`src/rtl/tpg_pkg.sv`:
```
package tpg_pkg;

  typedef enum logic [3:0] {
    TPG_OFF      = 4'h0,
    TPG_MID      = 4'h1,
    TPG_POS      = 4'h2,
    TPG_NEG      = 4'h3,
    TPG_CHECK    = 4'h4,
    TPG_PN_LONG  = 4'h5,
    TPG_PN_SHORT = 4'h6,
    TPG_TOGGLE   = 4'h7,
    TPG_USER     = 4'h8,
    TPG_RAMP     = 4'hF
  } tpg_mode_e;

  // Word with every odd bit set (1010... pattern from the MSB for even widths)
  function automatic logic [31:0] odd_bits(input int unsigned w);
    logic [31:0] v;
    v = '0;
    for (int unsigned i = 0; i < w; i++) begin
      v[i] = i[0];
    end
    return v;
  endfunction

endpackage

```
`src/rtl/tpg_lfsr.sv`:
```
module tpg_lfsr #(
  parameter int unsigned LEN   = 23,
  parameter int unsigned TAP   = 18,
  parameter logic [LEN-1:0] SEED = LEN'(32'h3AFF),
  parameter int unsigned OUT_W = 12
) (
  input  logic             clk,
  input  logic             rst_n,
  input  logic             load_i,
  input  logic             adv_i,
  output logic [OUT_W-1:0] word_o
);

  logic [LEN-1:0] state_q;
  logic [LEN-1:0] state_n;
  logic [LEN-1:0] base;
  logic           fb;

  // Load selects the seed for this sample; otherwise the held state is used
  always_comb begin
    base    = load_i ? SEED : state_q;
    fb      = base[LEN-1] ^ base[TAP-1];
    state_n = adv_i ? {base[LEN-2:0], fb} : base;
  end

  generate
    if (LEN >= OUT_W) begin : g_trunc
      assign word_o = base[OUT_W-1:0];
    end else begin : g_zext
      assign word_o = {{(OUT_W-LEN){1'b0}}, base};
    end
  endgenerate

  always_ff @(posedge clk or negedge rst_n) begin
    if (!rst_n) begin
      state_q <= SEED;
    end else begin
      state_q <= state_n;
    end
  end

  // a seeded maximal-length register never reaches the all-zero lock-up state
  p_lfsr_nonzero_r5: assert property (@(posedge clk) disable iff (!rst_n)
    state_q != '0);

  // a held load pins the next state to one step past the seed in the active mode
  p_load_steps_seed_r7: assert property (@(posedge clk) disable iff (!rst_n)
    (load_i && adv_i) |=> state_q == {SEED[LEN-2:0], SEED[LEN-1] ^ SEED[TAP-1]});

endmodule

```
`src/rtl/tpg_seq_ctr.sv`:
```
module tpg_seq_ctr #(
  parameter int unsigned W = 12
) (
  input  logic         clk,
  input  logic         rst_n,
  input  logic         en_i,
  input  logic         restart_i,
  output logic [W-1:0] cnt_o
);

  logic [W-1:0] cnt_q;
  logic [W-1:0] cnt_n;

  always_comb begin
    cnt_o = restart_i ? '0 : cnt_q;
    cnt_n = cnt_q;
    if (en_i) begin
      cnt_n = cnt_o + 1'b1;
    end else if (restart_i) begin
      cnt_n = '0;
    end
  end

  always_ff @(posedge clk or negedge rst_n) begin
    if (!rst_n) begin
      cnt_q <= '0;
    end else begin
      cnt_q <= cnt_n;
    end
  end

  // one step per sample, wrapping modulo 2^W
  p_ramp_step_r11: assert property (@(posedge clk) disable iff (!rst_n)
    (en_i && !restart_i) |=> cnt_q == W'($past(cnt_q) + 1'b1));

  // a restart in an active mode leaves the count just past zero
  p_ramp_restart_r13: assert property (@(posedge clk) disable iff (!rst_n)
    (en_i && restart_i) |=> cnt_q == W'(1));

endmodule

```
`src/rtl/tpg_user_seq.sv`:
```
module tpg_user_seq #(
  parameter int unsigned W     = 12,
  parameter int unsigned N_PAT = 4
) (
  input  logic                        clk,
  input  logic                        rst_n,
  input  logic                        en_i,
  input  logic                        restart_i,
  input  logic                        repeat_i,
  input  logic [N_PAT-1:0][W-1:0]     pat_i,
  output logic [W-1:0]                word_o
);

  localparam int unsigned IDX_W = (N_PAT > 1) ? $clog2(N_PAT) : 1;
  localparam logic [IDX_W-1:0] LAST = IDX_W'(N_PAT - 1);

  logic [IDX_W-1:0] idx_q, idx_n, idx_cur;
  logic             done_q, done_n, done_cur;

  always_comb begin
    idx_cur  = restart_i ? '0 : idx_q;
    done_cur = restart_i ? 1'b0 : done_q;
    word_o   = done_cur ? '0 : pat_i[idx_cur];
    idx_n    = idx_cur;
    done_n   = done_cur;
    if (en_i && !done_cur) begin
      if (idx_cur == LAST) begin
        idx_n = '0;
        if (!repeat_i) begin
          done_n = 1'b1;
        end
      end else begin
        idx_n = idx_cur + 1'b1;
      end
    end
  end

  always_ff @(posedge clk or negedge rst_n) begin
    if (!rst_n) begin
      idx_q  <= '0;
      done_q <= 1'b0;
    end else begin
      idx_q  <= idx_n;
      done_q <= done_n;
    end
  end

  // once exhausted in single mode, the sequence stays exhausted until restart
  p_done_sticky_r10: assert property (@(posedge clk) disable iff (!rst_n)
    (done_q && !restart_i) |=> done_q);

  // words are visited in ascending order
  p_idx_step_r8: assert property (@(posedge clk) disable iff (!rst_n)
    (en_i && !restart_i && !done_q && idx_q != LAST) |=> idx_q == IDX_W'($past(idx_q) + 1'b1));

  // repeat wraps from the last word to the first
  p_wrap_r9: assert property (@(posedge clk) disable iff (!rst_n)
    (en_i && !restart_i && !done_q && idx_q == LAST && repeat_i) |=> (idx_q == '0 && !done_q));

endmodule

```
`src/rtl/adc_test_pattern_gen.sv`:
```
module adc_test_pattern_gen
  import tpg_pkg::*;
#(
  parameter int unsigned DATA_W    = 12,
  parameter int unsigned N_PAT     = 4,
  parameter int unsigned LONG_LEN  = 23,
  parameter int unsigned LONG_TAP  = 18,
  parameter logic [LONG_LEN-1:0] LONG_SEED = LONG_LEN'(32'h3AFF),
  parameter int unsigned SHORT_LEN = 9,
  parameter int unsigned SHORT_TAP = 5,
  parameter logic [SHORT_LEN-1:0] SHORT_SEED = SHORT_LEN'(32'h092)
) (
  input  logic              clk,
  input  logic              rst_n,
  input  logic [3:0]        mode_i,
  input  logic              repeat_i,
  input  logic              pn_long_rst_i,
  input  logic              pn_short_rst_i,
  input  logic [DATA_W-1:0] user_word0_i,
  input  logic [DATA_W-1:0] user_word1_i,
  input  logic [DATA_W-1:0] user_word2_i,
  input  logic [DATA_W-1:0] user_word3_i,
  input  logic [DATA_W-1:0] adc_data_i,
  output logic [DATA_W-1:0] sample_o
);

  localparam logic [DATA_W-1:0] W_MID   = '0;
  localparam logic [DATA_W-1:0] W_POS   = {1'b0, {(DATA_W-1){1'b1}}};
  localparam logic [DATA_W-1:0] W_NEG   = {1'b1, {(DATA_W-1){1'b0}}};
  localparam logic [DATA_W-1:0] W_CHK_A = DATA_W'(odd_bits(DATA_W));
  localparam logic [DATA_W-1:0] W_CHK_B = ~W_CHK_A;
  localparam logic [DATA_W-1:0] W_ONES  = '1;

  logic [3:0]        mode_q;
  logic              mode_chg;
  logic              ctr_en;
  logic [DATA_W-1:0] ctr_word;
  logic [DATA_W-1:0] pn_long_word;
  logic [DATA_W-1:0] pn_short_word;
  logic [DATA_W-1:0] user_word;
  logic [DATA_W-1:0] sample_n;
  logic [N_PAT-1:0][DATA_W-1:0] user_bank;

  // Gather the user words; unused slots beyond four read as zero
  generate
    for (genvar g = 0; g < N_PAT; g++) begin : g_bank
      if (g == 0) begin : g_w0
        assign user_bank[g] = user_word0_i;
      end else if (g == 1) begin : g_w1
        assign user_bank[g] = user_word1_i;
      end else if (g == 2) begin : g_w2
        assign user_bank[g] = user_word2_i;
      end else if (g == 3) begin : g_w3
        assign user_bank[g] = user_word3_i;
      end else begin : g_wz
        assign user_bank[g] = '0;
      end
    end
  endgenerate

  assign mode_chg = (mode_i != mode_q);
  assign ctr_en   = (mode_i == TPG_CHECK) || (mode_i == TPG_TOGGLE) || (mode_i == TPG_RAMP);

  tpg_seq_ctr #(
    .W (DATA_W)
  ) u_ctr (
    .clk       (clk),
    .rst_n     (rst_n),
    .en_i      (ctr_en),
    .restart_i (mode_chg),
    .cnt_o     (ctr_word)
  );

  tpg_lfsr #(
    .LEN   (LONG_LEN),
    .TAP   (LONG_TAP),
    .SEED  (LONG_SEED),
    .OUT_W (DATA_W)
  ) u_pn_long (
    .clk    (clk),
    .rst_n  (rst_n),
    .load_i (mode_chg || pn_long_rst_i),
    .adv_i  (mode_i == TPG_PN_LONG),
    .word_o (pn_long_word)
  );

  tpg_lfsr #(
    .LEN   (SHORT_LEN),
    .TAP   (SHORT_TAP),
    .SEED  (SHORT_SEED),
    .OUT_W (DATA_W)
  ) u_pn_short (
    .clk    (clk),
    .rst_n  (rst_n),
    .load_i (mode_chg || pn_short_rst_i),
    .adv_i  (mode_i == TPG_PN_SHORT),
    .word_o (pn_short_word)
  );

  tpg_user_seq #(
    .W     (DATA_W),
    .N_PAT (N_PAT)
  ) u_user (
    .clk       (clk),
    .rst_n     (rst_n),
    .en_i      (mode_i == TPG_USER),
    .restart_i (mode_chg),
    .repeat_i  (repeat_i),
    .pat_i     (user_bank),
    .word_o    (user_word)
  );

  // Output selection; codes without a pattern give midscale
  always_comb begin
    case (mode_i)
      TPG_OFF:      sample_n = adc_data_i;
      TPG_MID:      sample_n = W_MID;
      TPG_POS:      sample_n = W_POS;
      TPG_NEG:      sample_n = W_NEG;
      TPG_CHECK:    sample_n = ctr_word[0] ? W_CHK_B : W_CHK_A;
      TPG_TOGGLE:   sample_n = ctr_word[0] ? W_MID : W_ONES;
      TPG_PN_LONG:  sample_n = pn_long_word;
      TPG_PN_SHORT: sample_n = pn_short_word;
      TPG_USER:     sample_n = user_word;
      TPG_RAMP:     sample_n = ctr_word;
      default:      sample_n = W_MID;
    endcase
  end

  always_ff @(posedge clk or negedge rst_n) begin
    if (!rst_n) begin
      mode_q   <= TPG_OFF;
      sample_o <= '0;
    end else begin
      mode_q   <= mode_i;
      sample_o <= sample_n;
    end
  end

  // pass-through with one register of latency
  p_pass_through_r1: assert property (@(posedge clk) disable iff (!rst_n)
    (mode_i == TPG_OFF) |=> sample_o == $past(adc_data_i));

  // positive full scale is a clear sign bit over all-ones magnitude
  p_pos_full_r2: assert property (@(posedge clk) disable iff (!rst_n)
    (mode_i == TPG_POS) |=> (!sample_o[DATA_W-1] && (&sample_o[DATA_W-2:0])));

  // negative full scale has exactly one bit set
  p_neg_full_r2: assert property (@(posedge clk) disable iff (!rst_n)
    (mode_i == TPG_NEG) |=> (sample_o[DATA_W-1] && $countones(sample_o) == 1));

  // consecutive checkerboard samples are bitwise complements
  p_check_alt_r3: assert property (@(posedge clk) disable iff (!rst_n)
    (mode_i == TPG_CHECK && mode_q == TPG_CHECK) |=> sample_o == ~$past(sample_o));

  // consecutive toggle samples are bitwise complements
  p_toggle_alt_r4: assert property (@(posedge clk) disable iff (!rst_n)
    (mode_i == TPG_TOGGLE && mode_q == TPG_TOGGLE) |=> sample_o == ~$past(sample_o));

  // unassigned codes give midscale
  p_unlisted_mid_r12: assert property (@(posedge clk) disable iff (!rst_n)
    (mode_i >= 4'h9 && mode_i <= 4'hE) |=> sample_o == '0);

  // entering the ramp starts it at zero
  p_ramp_entry_r13: assert property (@(posedge clk) disable iff (!rst_n)
    (mode_i == TPG_RAMP && mode_q != TPG_RAMP) |=> sample_o == '0);

endmodule

```
`config.mk`:
```
export PLATFORM = sky130hd
export DESIGN_NAME = adc_test_pattern_gen
export DESIGN_NICKNAME = d
export VERILOG_FILES = /design/src/rtl/tpg_pkg.sv /design/src/rtl/tpg_lfsr.sv /design/src/rtl/tpg_seq_ctr.sv /design/src/rtl/tpg_user_seq.sv /design/src/rtl/adc_test_pattern_gen.sv
export SDC_FILE = /design/constraint.sdc
export NUM_CORES = 1
export LEC_CHECK = 0
export BUFFER_PORTS_ARGS = -buffer_cell sky130_fd_sc_hd__buf_4
export CAP_MARGIN = 5
export CORE_ASPECT_RATIO = 1.5
export CORE_MARGIN = 2
export CORE_UTILIZATION = 55
export CTS_CLUSTER_DIAMETER = 60
export DETAILED_ROUTE_END_ITERATION = 12
export GPL_TIMING_DRIVEN = 1
export PLACE_DENSITY = 0.81
export SLEW_MARGIN = 20
export SYNTH_ARGS = -nofsm -noshare
export SYNTH_HDL_FRONTEND = slang
export SYNTH_SLANG_ARGS = --single-unit
export TNS_END_PERCENT = 10
```
`constraint.sdc`:
```
create_clock -name clk -period 3.69 [get_ports clk]
set_clock_uncertainty 0.15 [all_clocks]
set_input_delay 0.9225 -clock clk [delete_from_list [all_inputs] [get_ports clk]]
set_output_delay 0.9225 -clock clk [all_outputs]
set_load 0.05 [all_outputs]
```
== After elaboration in Yosys (flattened, before gate mapping) ==
Index checks and enable logic that the tools add are counted.
W data, S select, Z words.

* Equality and inequality tests: 10
* $mul: 0
* Muxes and demuxes: 19
* Bitwise operators: 2
* Reductions and logical operators: 7
* Magnitude comparators: 1
* Div/mod/pow operators: 0
* Add/subtract/negate cells: 2
* Shift-type cells: 0

{| class="wikitable"
|+ Operator list
! kind !! number
|-
| $pmux W12 S9 || 1
|-
| $mux W12 || 6
|-
| $mux W23 || 2
|-
| $bmux W12 S2 || 1
|-
| $mux W9 || 2
|-
| $eq A4 B3 Y1 const B || 4
|-
| $add A12 B1 Y12 const B || 1
|-
| $eq A4 B2 Y1 const B || 2
|-
| $eq A4 B4 Y1 const B || 2
|-
| $mux W2 || 3
|-
| $logic_not A4 Y1 || 1
|-
| $logic_or A1 B1 Y1 || 4
|-
| $mux W1 || 4
|-
| $ne A4 B4 Y1 || 1
|-
| $lt A2 B3 Y1 const B || 1
|-
| $add A2 B1 Y2 const B || 1
|-
| $eq A2 B2 Y1 const B || 1
|-
| $xor A1 B1 Y1 || 2
|-
| $logic_and A1 B1 Y1 || 1
|-
| $logic_not A1 Y1 || 1
|}

* Memories kept: 0
* Input bits: 69
* Bits in latches: 0
* Logic and storage cells: 48
* Output and inout port bits: 12
* ROM bits: 0
* Flip-flop bits (word level): 63
* Memory bits (writable): 0

== Depth between registers and ports, before layout ==
Gate-level depths: netlist of the first run.

* Depth in word-level cells: 6
* Gate-level depth with buffers: 11
* Depth with buffers taken out: 10

== Cells and area by module ==
A second synthesis of the first run with hierarchy kept.

* Cells, all modules: 390
* Area, all modules: 4028.9 sq um

{| class="wikitable"
|+ By module, submodules not included
! module !! area an instance (sq um) !! instances !! cells each
|-
| adc_test_pattern_gen || 1118.6 || 1 || 122
|-
| tpg_lfsr (u_pn_long) || 1077.3 || 1 || 94
|-
| tpg_seq_ctr || 728.2 || 1 || 61
|-
| tpg_user_seq || 644.4 || 1 || 73
|-
| tpg_lfsr (u_pn_short) || 460.4 || 1 || 40
|}

== Worst setup path before layout of the first run ==
OpenSTA, ideal clock, no wires.

* Path kind: in2reg
* Start point: input mode_i[3]
* End point: register u_ctr.cnt_q[6]
* Setup time: 0.078 ns
* Arrival: 2.824 ns
* Buffers on the path: 2
* Setup slack: 0.637 ns
* Stages: 10
* Path through: buf_2 > xnor2_2 > and4_4 > buf_4 > and2_1 > ha_1 > and2_1 > o2111ai_1 > or3_1 > a21oi_1

* Longest elaborated chain between the ends: 4
* Elaborated cells between the ends (all ways): 9
* Classes of those cells: add/sub: 1; eq/ne: 4; mux: 2; reduce/logical: 2

{| class="wikitable"
|+ RTL lines
! what !! line !! RTL
|-
| start: declaration || adc_test_pattern_gen.sv:15 || <nowiki>input logic [3:0] mode_i,</nowiki>
|-
| $ne A4 B4 Y1 / $eq A4 B3 Y1 (equally long branches) || adc_test_pattern_gen.sv:61, adc_test_pattern_gen.sv:62 ||
|-
| $mux W12 / $logic_or A1 B1 Y1 (equally long branches) || -- ||
|-
| $add A12 B1 Y12 / $logic_or A1 B1 Y1 (equally long branches) || tpg_seq_ctr.sv:18, adc_test_pattern_gen.sv:62 ||
|-
| $mux W12 * || tpg_seq_ctr.sv:17 || <nowiki>if (en_i) begin</nowiki>
|-
| via u_ctr.cnt_n[6] || tpg_seq_ctr.sv:12 || <nowiki>logic [W-1:0] cnt_n;</nowiki>
|-
| end signal: assignment || tpg_seq_ctr.sv:28 || <nowiki>cnt_q <= cnt_n;</nowiki>
|-
| end: declaration || tpg_seq_ctr.sv:11 || <nowiki>logic [W-1:0] cnt_q;</nowiki>
|}

The timed path passes the listed nets; every way through them passes the cells marked *.

== Worst setup path after layout of the first run ==
* Start point: input mode_i[2]
* End point: register u_ctr.cnt_q[6]

The elaborated chain is that of the path after synthesis.

==> flow_metrics.py, run 1 <==
metrics = {
    "pwr": {
        "max-vdd-ir-drop_uv": 258,
        "p_per_area_nw_per_um2": 340,
        "total_leakage_power_nw": 2.00,
    },
    "detailed_routing": {
        "drt-initial-drc-count": 342,
        "met3WireLength_um": 961,
        "postRouteWirelength_um": 10700,
        "wl_met1_um": 3980,
        "drt-wirelength-per-cell_um": 19.6,
        "detail_route.drc_violations": 0,
        "routed_antenna_nets": 0,
        "routed_via_density": 6.46,
        "detail_route.first_pass.iterations": 6,
        "top_layer": "met4",
        "met2_length_um": 5270,
        "route.vias.total": 3519,
    },
    "grt": {
        "first_pass_grt_wire_length_um": 17300,
        "grt.total_usage_pct": 30.4,
        "vias_in_the_first_global_route": 3554,
        "grt-ovfl-total": 0,
        "grt_start_max_net_pins": 64,
        "grt_antenna_before_repair": 0,
    },
    "setup_path": {
        "setup.worst_path.start_class": "input port",
        "setup.worst_path.class": "input port to register",
        "timing.critical_path.arrival_ps": 3090,
        "required_ps": 3820,
        "worst_setup_path_startpoint": "mode_i[2]",
        "timing.critical_path.fanout_max": 15,
        "rr_startpoint": "mode_q[2]",
        "worst_setup_path_end_kind": "register",
    },
    "layout": {
        "layout.nets": 535,
        "final_cell_count_no_fill": 545,
        "layout.cell_area.non_filler_um2": 4470,
        "final_layout_size_suffix_gt1_share_pct": 29.4,
        "fillCellCount": 546,
        "multiInputGateArea_um2": 1930,
        "regArea_um2": 1600,
        "layout-area-overhead-vs-synth_pct": 22.9,
        "antenna-diode-count": 0,
    },
    "placement": {
        "postPlaceCellArea_um2": 4310,
        "dp_hpwl_um": 7880,
        "place.port_buffers": 80,
        "place_inst": 529,
        "finalWeightedCongestion": 0.959,
    },
    "clocking": {
        "clock_tree_from_tritoncts": "done",
        "htree_num_levels": 3,
        "cts-hold-fix-buffers": 0,
        "cts.clk_slew.worst_paths_ps": 60,
        "cts-resized-gates": 0,
        "cts_setup_buffers": 0,
        "numCtsBuffers": 9,
        "cts-root-to-sink-buffers": 2,
        "clock_sinks": 63,
        "cts.root.buffer_cell": "sky130_fd_sc_hd__clkbuf_8",
        "worstSkewPairLatency_ps": 350,
    },
    "synthesis": {
        "synth.cell_area_um2": 3640,
        "synthDominantAreaCellType": "sky130_fd_sc_hd__dfrtp_1",
        "synth_seq_area_share_pct": 43.8,
        "synthTopCellsByArea": "sky130_fd_sc_hd__dfrtp_1, sky130_fd_sc_hd__dfstp_2, sky130_fd_sc_hd__nand2_1",
        "number_of_flops_mapped_to_enable_cells_by_yosys": 0,
        "synth_async_sr_flop_share_pct": 100,
        "synth_warnings": 0,
        "synth-main-ff-cell": "sky130_fd_sc_hd__dfrtp_1",
        "synth_fp_nets": 460,
        "synth_largest_type_area_fraction_pct": 33.0,
        "synth-seq-cells": 63,
        "syn_avg_cell_area_um2": 9.36,
        "synthesis.instances": 389,
        "synth_cell_types": 68,
    },
    "timing": {
        "min_period_ps": 2960,
        "max-slew-margin-rel_pct": 47.6,
        "fmaxAchievable_ghz": 0.338,
        "worst_slew_pin_slew_ps": 786,
        "final.setup.tns_ps": 0,
        "final-hold-violation-count": 0,
        "rsz_0062_raised_after_global_routing": "false",
        "final_hold_slack_ps": 335,
        "period_share_pct": 80.1,
        "final-setup-viol-count": 0,
        "timing.final.max_slew_violations": 0,
    },
    "floorplanning": {
        "chipHeight_um": 104,
        "rows": 36,
        "coreArea_um2": 6440,
        "start_util_pct": 56.5,
        "top_level_ports": 81,
        "dieWidth_um": 70.4,
        "floorplan.die_area_um2": 7300,
    },
    "hold_path": {
        "hold_class": "register to register",
        "hold_path.startpoint": "u_pn_long.state_q[12]",
    },
    "flow_run": {
        "drv_cap": 0,
    },
    "run_status": {
        "status": "complete, no violations",
    },
}
## placed cells by master, fill, tap and decap left out, types with 3 or more instances in the layout
cell	Yosys	routed
sky130_fd_sc_hd__buf_4	3	92
sky130_fd_sc_hd__nand2_1	55	55
sky130_fd_sc_hd__dfrtp_1	48	48
sky130_fd_sc_hd__nor2_1	34	34
sky130_fd_sc_hd__nand3_1	23	23
sky130_fd_sc_hd__a21oi_1	20	20
sky130_fd_sc_hd__dfstp_2	15	15
sky130_fd_sc_hd__o21ai_0	10	10
sky130_fd_sc_hd__clkbuf_8	0	10
sky130_fd_sc_hd__and2_1	8	8
sky130_fd_sc_hd__nand4_1	8	8
sky130_fd_sc_hd__xor2_1	8	8
sky130_fd_sc_hd__mux2i_1	7	7
sky130_fd_sc_hd__a22o_1	7	7
sky130_fd_sc_hd__a21o_1	6	6
sky130_fd_sc_hd__xnor2_1	5	5
sky130_fd_sc_hd__nor3_1	5	5
sky130_fd_sc_hd__nor3b_1	5	5
sky130_fd_sc_hd__and3_1	5	5
sky130_fd_sc_hd__a32o_1	5	5
sky130_fd_sc_hd__or3_1	5	5
sky130_fd_sc_hd__clkbuf_1	18	5
sky130_fd_sc_hd__nor2b_1	4	4
sky130_fd_sc_hd__o31a_1	4	4
sky130_fd_sc_hd__nand2b_1	4	4
sky130_fd_sc_hd__mux2_2	4	4
sky130_fd_sc_hd__a311oi_1	4	4
sky130_fd_sc_hd__a22oi_1	3	3
sky130_fd_sc_hd__o211ai_1	3	3
sky130_fd_sc_hd__a211oi_1	3	3
sky130_fd_sc_hd__and4_1	3	3
sky130_fd_sc_hd__a221oi_1	3	3
## stage by stage
step | worst slack, ps | utilization [%] | total power [W]
floorplan | 637 | - | 0.000891
global placement | 516 | 66.9 | 0.00102
detailed placement | 392 | 66.9 | 0.00102
CTS | 756 | 69.4 | 0.00153
global route | 596 | 69.4 | 0.00158
finish | 733 | 69.4 | 0.00152
## kinds of logic (layout without fill, tap and decap cells)
logic type               count (synthesis)  count (layout)  share of synthesized area [%]
AND/OR/NAND/NOR                        180             180                           26.0
AO/OA/AOI/OAI                           88              88                           17.9
flip-flops                              63              63                           43.8
buffers and inverters                   29             109                           3.68
XOR/XNOR                                16              16                           4.78
multiplexers                            11              11                           3.16
adder cells (fa/ha/maj)                  2               2                          0.687
## metal layers
| metal | vias up | global-route usage, % |
|---|---|---|
| met5 | - | 0 |
| met4 | 0 | 17.3 |
| met3 | 42 | 6.32 |
| met1 | 1663 | 36.6 |
| met2 | 236 | 49.8 |
| li1 | 1578 | - |
## registers in the layout, indices dropped and copies added (netlist names)
register	cells
mode_q	4
sample_o	12
u_ctr.cnt_q	12
u_pn_long.state_q	23
u_pn_short.state_q	9
u_user.done_q	1
u_user.idx_q	2
## critical path: stages
cell,delay [ps]
sky130_fd_sc_hd__buf_4,170
sky130_fd_sc_hd__xnor2_1,360
sky130_fd_sc_hd__and4_4,320
sky130_fd_sc_hd__nand2_1,120
sky130_fd_sc_hd__inv_1,90
sky130_fd_sc_hd__ha_1,160
sky130_fd_sc_hd__and2_1,130
sky130_fd_sc_hd__o2111ai_1,240
sky130_fd_sc_hd__or3_1,410
sky130_fd_sc_hd__a21oi_1,140
## layout make-up
cell class / instances / share of cell area, %
inverter: 1 / 0.0839
sequential: 63 / 35.7
clock inverter: 1 / 0.112
timing repair buffer: 92 / 15.4
multi-input combinational: 297 / 43.1
tap: 76 / 2.13
clock buffer: 15 / 3.50
## cell usage after synthesis, types with 4 or more instances
library cell	instances
sky130_fd_sc_hd__a32o_1	5
sky130_fd_sc_hd__and3_1	5
sky130_fd_sc_hd__nand3_1	23
sky130_fd_sc_hd__and2_1	8
sky130_fd_sc_hd__xor2_1	8
sky130_fd_sc_hd__nor2_1	34
sky130_fd_sc_hd__a311oi_1	4
sky130_fd_sc_hd__nand4_1	8
sky130_fd_sc_hd__dfrtp_1	48
sky130_fd_sc_hd__or3_1	5
sky130_fd_sc_hd__a21oi_1	20
sky130_fd_sc_hd__nand2_1	55
sky130_fd_sc_hd__clkbuf_1	18
sky130_fd_sc_hd__xnor2_1	5
sky130_fd_sc_hd__dfstp_2	15
sky130_fd_sc_hd__nor2b_1	4
sky130_fd_sc_hd__mux2_2	4
sky130_fd_sc_hd__nand2b_1	4
sky130_fd_sc_hd__o21ai_0	10
sky130_fd_sc_hd__o31a_1	4
sky130_fd_sc_hd__a21o_1	6
sky130_fd_sc_hd__buf_2	5
sky130_fd_sc_hd__a22o_1	7
sky130_fd_sc_hd__nor3b_1	5
sky130_fd_sc_hd__mux2i_1	7
sky130_fd_sc_hd__nor3_1	5
## power breakdown
part	internal [W]	total [W]	switching [W]
clock	0.000262	0.000507	0.000245
combinational	0.000114	0.000287	0.000173
sequential	0.000716	0.000728	0.0000119
## final timing paths
kind	endpoint	depth (start not counted)	slack (ps)
worst max-delay path	u_ctr.cnt_q[6]	10	730
worst max register to register	u_ctr.cnt_q[6]	9	1110
min in group asynchronous	mode_q[2]	1	490
worst min register to register	u_pn_long.state_q[12]	2	340
worst min-delay path	u_pn_long.state_q[12]	2	340
max in group asynchronous	u_pn_short.state_q[5]	1	2360
Power figures use the tool's default switching activity.
==> run 2: changes to the inputs <==
==> constraint.sdc (replaced) <==
create_clock -name clk -period 2.77 [get_ports clk]
set_clock_uncertainty 0.15 [all_clocks]
set_input_delay 0.6925 -clock clk [delete_from_list [all_inputs] [get_ports clk]]
set_output_delay 0.6925 -clock clk [all_outputs]
set_load 0.05 [all_outputs]
==> run 2 against run 1 <==
  * Sequential share of layout area is 1.5 points lower
  * Highest routed layer unchanged
  * First-iteration DRC count is 2.9% higher
  * Power rose by 49%
  * Design area rose by 4.4%
  * Largest power group unchanged
  * Final cell count up 2.9%
  * Via count up 1.8%
  * Worst hold slack worse by 58 ps
  * Register-to-register slack worse by 880 ps
  * Global-route usage increased by 1.1 points
  * Clock-buffer cell count is 6 lower
  * Die area stayed put
  * Flip-flop and latch count unchanged
==> flow_metrics.py, run 2 (synthesis results as in run 1) <==
metrics = {
    "layout": {
        "largestRegisters": "u_pn_long.state_q x23, sample_o x12, u_ctr.cnt_q x12",
        "layout-area-overhead-vs-synth_pct": 28.3,
        "most_frequent_standard_cell_in_the_layout_excluding_fill_and_tap_cells": "sky130_fd_sc_hd__buf_4",
        "final_cell_count_no_fill": 561,
        "top_register": "u_pn_long.state_q",
        "antenna-diode-count": 0,
        "number_of_flip_flops_under_the_largest_register_name": 23,
        "final_layout_size_suffix_gt1_share_pct": 33.0,
        "mostFrequentLayoutCells": "sky130_fd_sc_hd__buf_4, sky130_fd_sc_hd__nand2_1, sky130_fd_sc_hd__dfrtp_1, sky130_fd_sc_hd__nor2_1, sky130_fd_sc_hd__nand3_1",
        "layout.nets": 551,
    },
    "grt": {
        "first_pass_grt_wire_length_um": 17900,
        "grt_start_max_net_pins": 64,
        "grt-ovfl-total": 0,
        "vias_in_the_first_global_route": 3596,
        "grt.total_usage_pct": 31.5,
        "grt_antenna_before_repair": 0,
    },
    "timing": {
        "final-setup-viol-count": 0,
        "max-slew-margin-rel_pct": 47.2,
        "post-route-worst-setup-slack_ps": 206,
        "timing.final.max_slew_violations": 0,
        "final-hold-violation-count": 0,
        "rsz_0062_raised_after_global_routing": "false",
        "worst_slew_pin_slew_ps": 791,
        "min_period_ps": 2560,
        "period_share_pct": 92.6,
        "fmaxAchievable_ghz": 0.390,
    },
    "detailed_routing": {
        "routed_via_density": 6.39,
        "route.vias.total": 3584,
        "detail_route.drc_violations": 0,
        "postRouteWirelength_um": 11100,
        "detail_route.first_pass.iterations": 5,
        "routed_antenna_nets": 0,
        "drt-wirelength-per-cell_um": 19.8,
        "drt-initial-drc-count": 352,
    },
    "setup_path": {
        "setup.worst_path.class": "input port to register",
        "critical_path_cell_count": 6,
        "required_ps": 2820,
        "crit_path_top_delay_cell": "sky130_fd_sc_hd__a221oi_1",
        "worstPathCellList": "buf_4 -> xnor2_2 -> nand4_4 -> or3_1 -> a221oi_1 -> o311ai_1",
        "minimum_setup_slack_among_reg_to_reg_paths_ps": 230,
        "cp.buffers_inverters": 1,
        "setup.worst_path.start_class": "input port",
        "rr_startpoint": "mode_q[3]",
        "timing.critical_path.arrival_ps": 2610,
        "timing.critical_path.max_delay_family": "simple AND/OR/NAND/NOR gates",
        "slowest_delay_ps": 520,
        "logic_depth_of_the_worst_register_to_register_path": 5,
        "timing.critical_path.fanout_max": 18,
        "worst_setup_path_end_kind": "register",
        "worst_setup_path_startpoint": "mode_i[3]",
    },
    "floorplanning": {
        "floorplan.die_area_um2": 7300,
        "coreArea_um2": 6440,
        "start_util_pct": 56.5,
        "rows": 36,
        "dieWidth_um": 70.4,
        "chipHeight_um": 104,
        "top_level_ports": 81,
    },
    "placement": {
        "post-place-ws_ps": -106,
        "dp_hpwl_um": 8260,
        "place.port_buffers": 80,
        "finalWeightedCongestion": 0.988,
        "place_inst": 545,
    },
    "hold_path": {
        "hold_class": "input port to async pin",
    },
    "pwr": {
        "max-vdd-ir-drop_uv": 356,
        "p_per_area_nw_per_um2": 484,
        "total_leakage_power_nw": 2.12,
    },
    "clocking": {
        "cts.clk_slew.worst_paths_ps": 80,
        "cts_setup_buffers": 0,
        "clock_sinks": 63,
        "cts-hold-fix-buffers": 0,
        "numCtsBuffers": 9,
        "cts.root.buffer_cell": "sky130_fd_sc_hd__clkbuf_8",
        "cts-resized-gates": 0,
        "worstSkewPairLatency_ps": 350,
        "clock_tree_from_tritoncts": "done",
        "htree_num_levels": 3,
        "cts-root-to-sink-buffers": 2,
    },
    "flow_run": {
        "drv_cap": 0,
    },
    "run_status": {
        "status": "complete, no violations",
    },
}
[run 2: layout make-up]
cell class	count	area [um^2]
clock buffer	9	124
clock inverter	7	96.3
fill	489	1770
inverter	1	3.75
multi-input combinational	297	1930
sequential	63	1600
tap	76	95.1
timing repair buffer	108	823
[run 2: per-stage QoR]
step	hold slack [ps]	total power (W)	util, %	area, um^2	TNS (ps)
finish	277	0.00226	72.5	4670	0
global route	346	0.00234	72.5	4670	0
CTS	315	0.00227	72.5	4670	0
detailed placement	323	0.00138	69.1	4450	-131
global placement	310	0.00138	69.1	4450	-93.2
floorplan	247	0.00119	-	3650	0
[run 2: power breakdown]
part	leakage (nW)	switching [W]	internal (W)	total [W]
Clock	0.114	0.000380	0.000509	0.000890
Sequential	0.801	0.0000196	0.000953	0.000973
Combinational	1.20	0.000234	0.000165	0.000399
Total	2.12	0.000634	0.00163	0.00226
[run 2: worst paths after layout]
check,endpoint
hold / removal,u_ctr.cnt_q[6]
min in group clk,u_pn_long.state_q[8]
setup reg to reg,sample_o[11]
hold reg to reg,u_pn_long.state_q[8]
max in group asynchronous,u_pn_short.state_q[3]
setup / recovery,sample_o[11]
[run 2: routing by layer]
metal	part of all wire (%)	up-vias	track usage, %
met5	0	-	0
li1	-	1605	-
met3	8.0	41	6.71
met1	37	1724	38.4
met2	50	214	51.7
met4	5.0	0	16.6
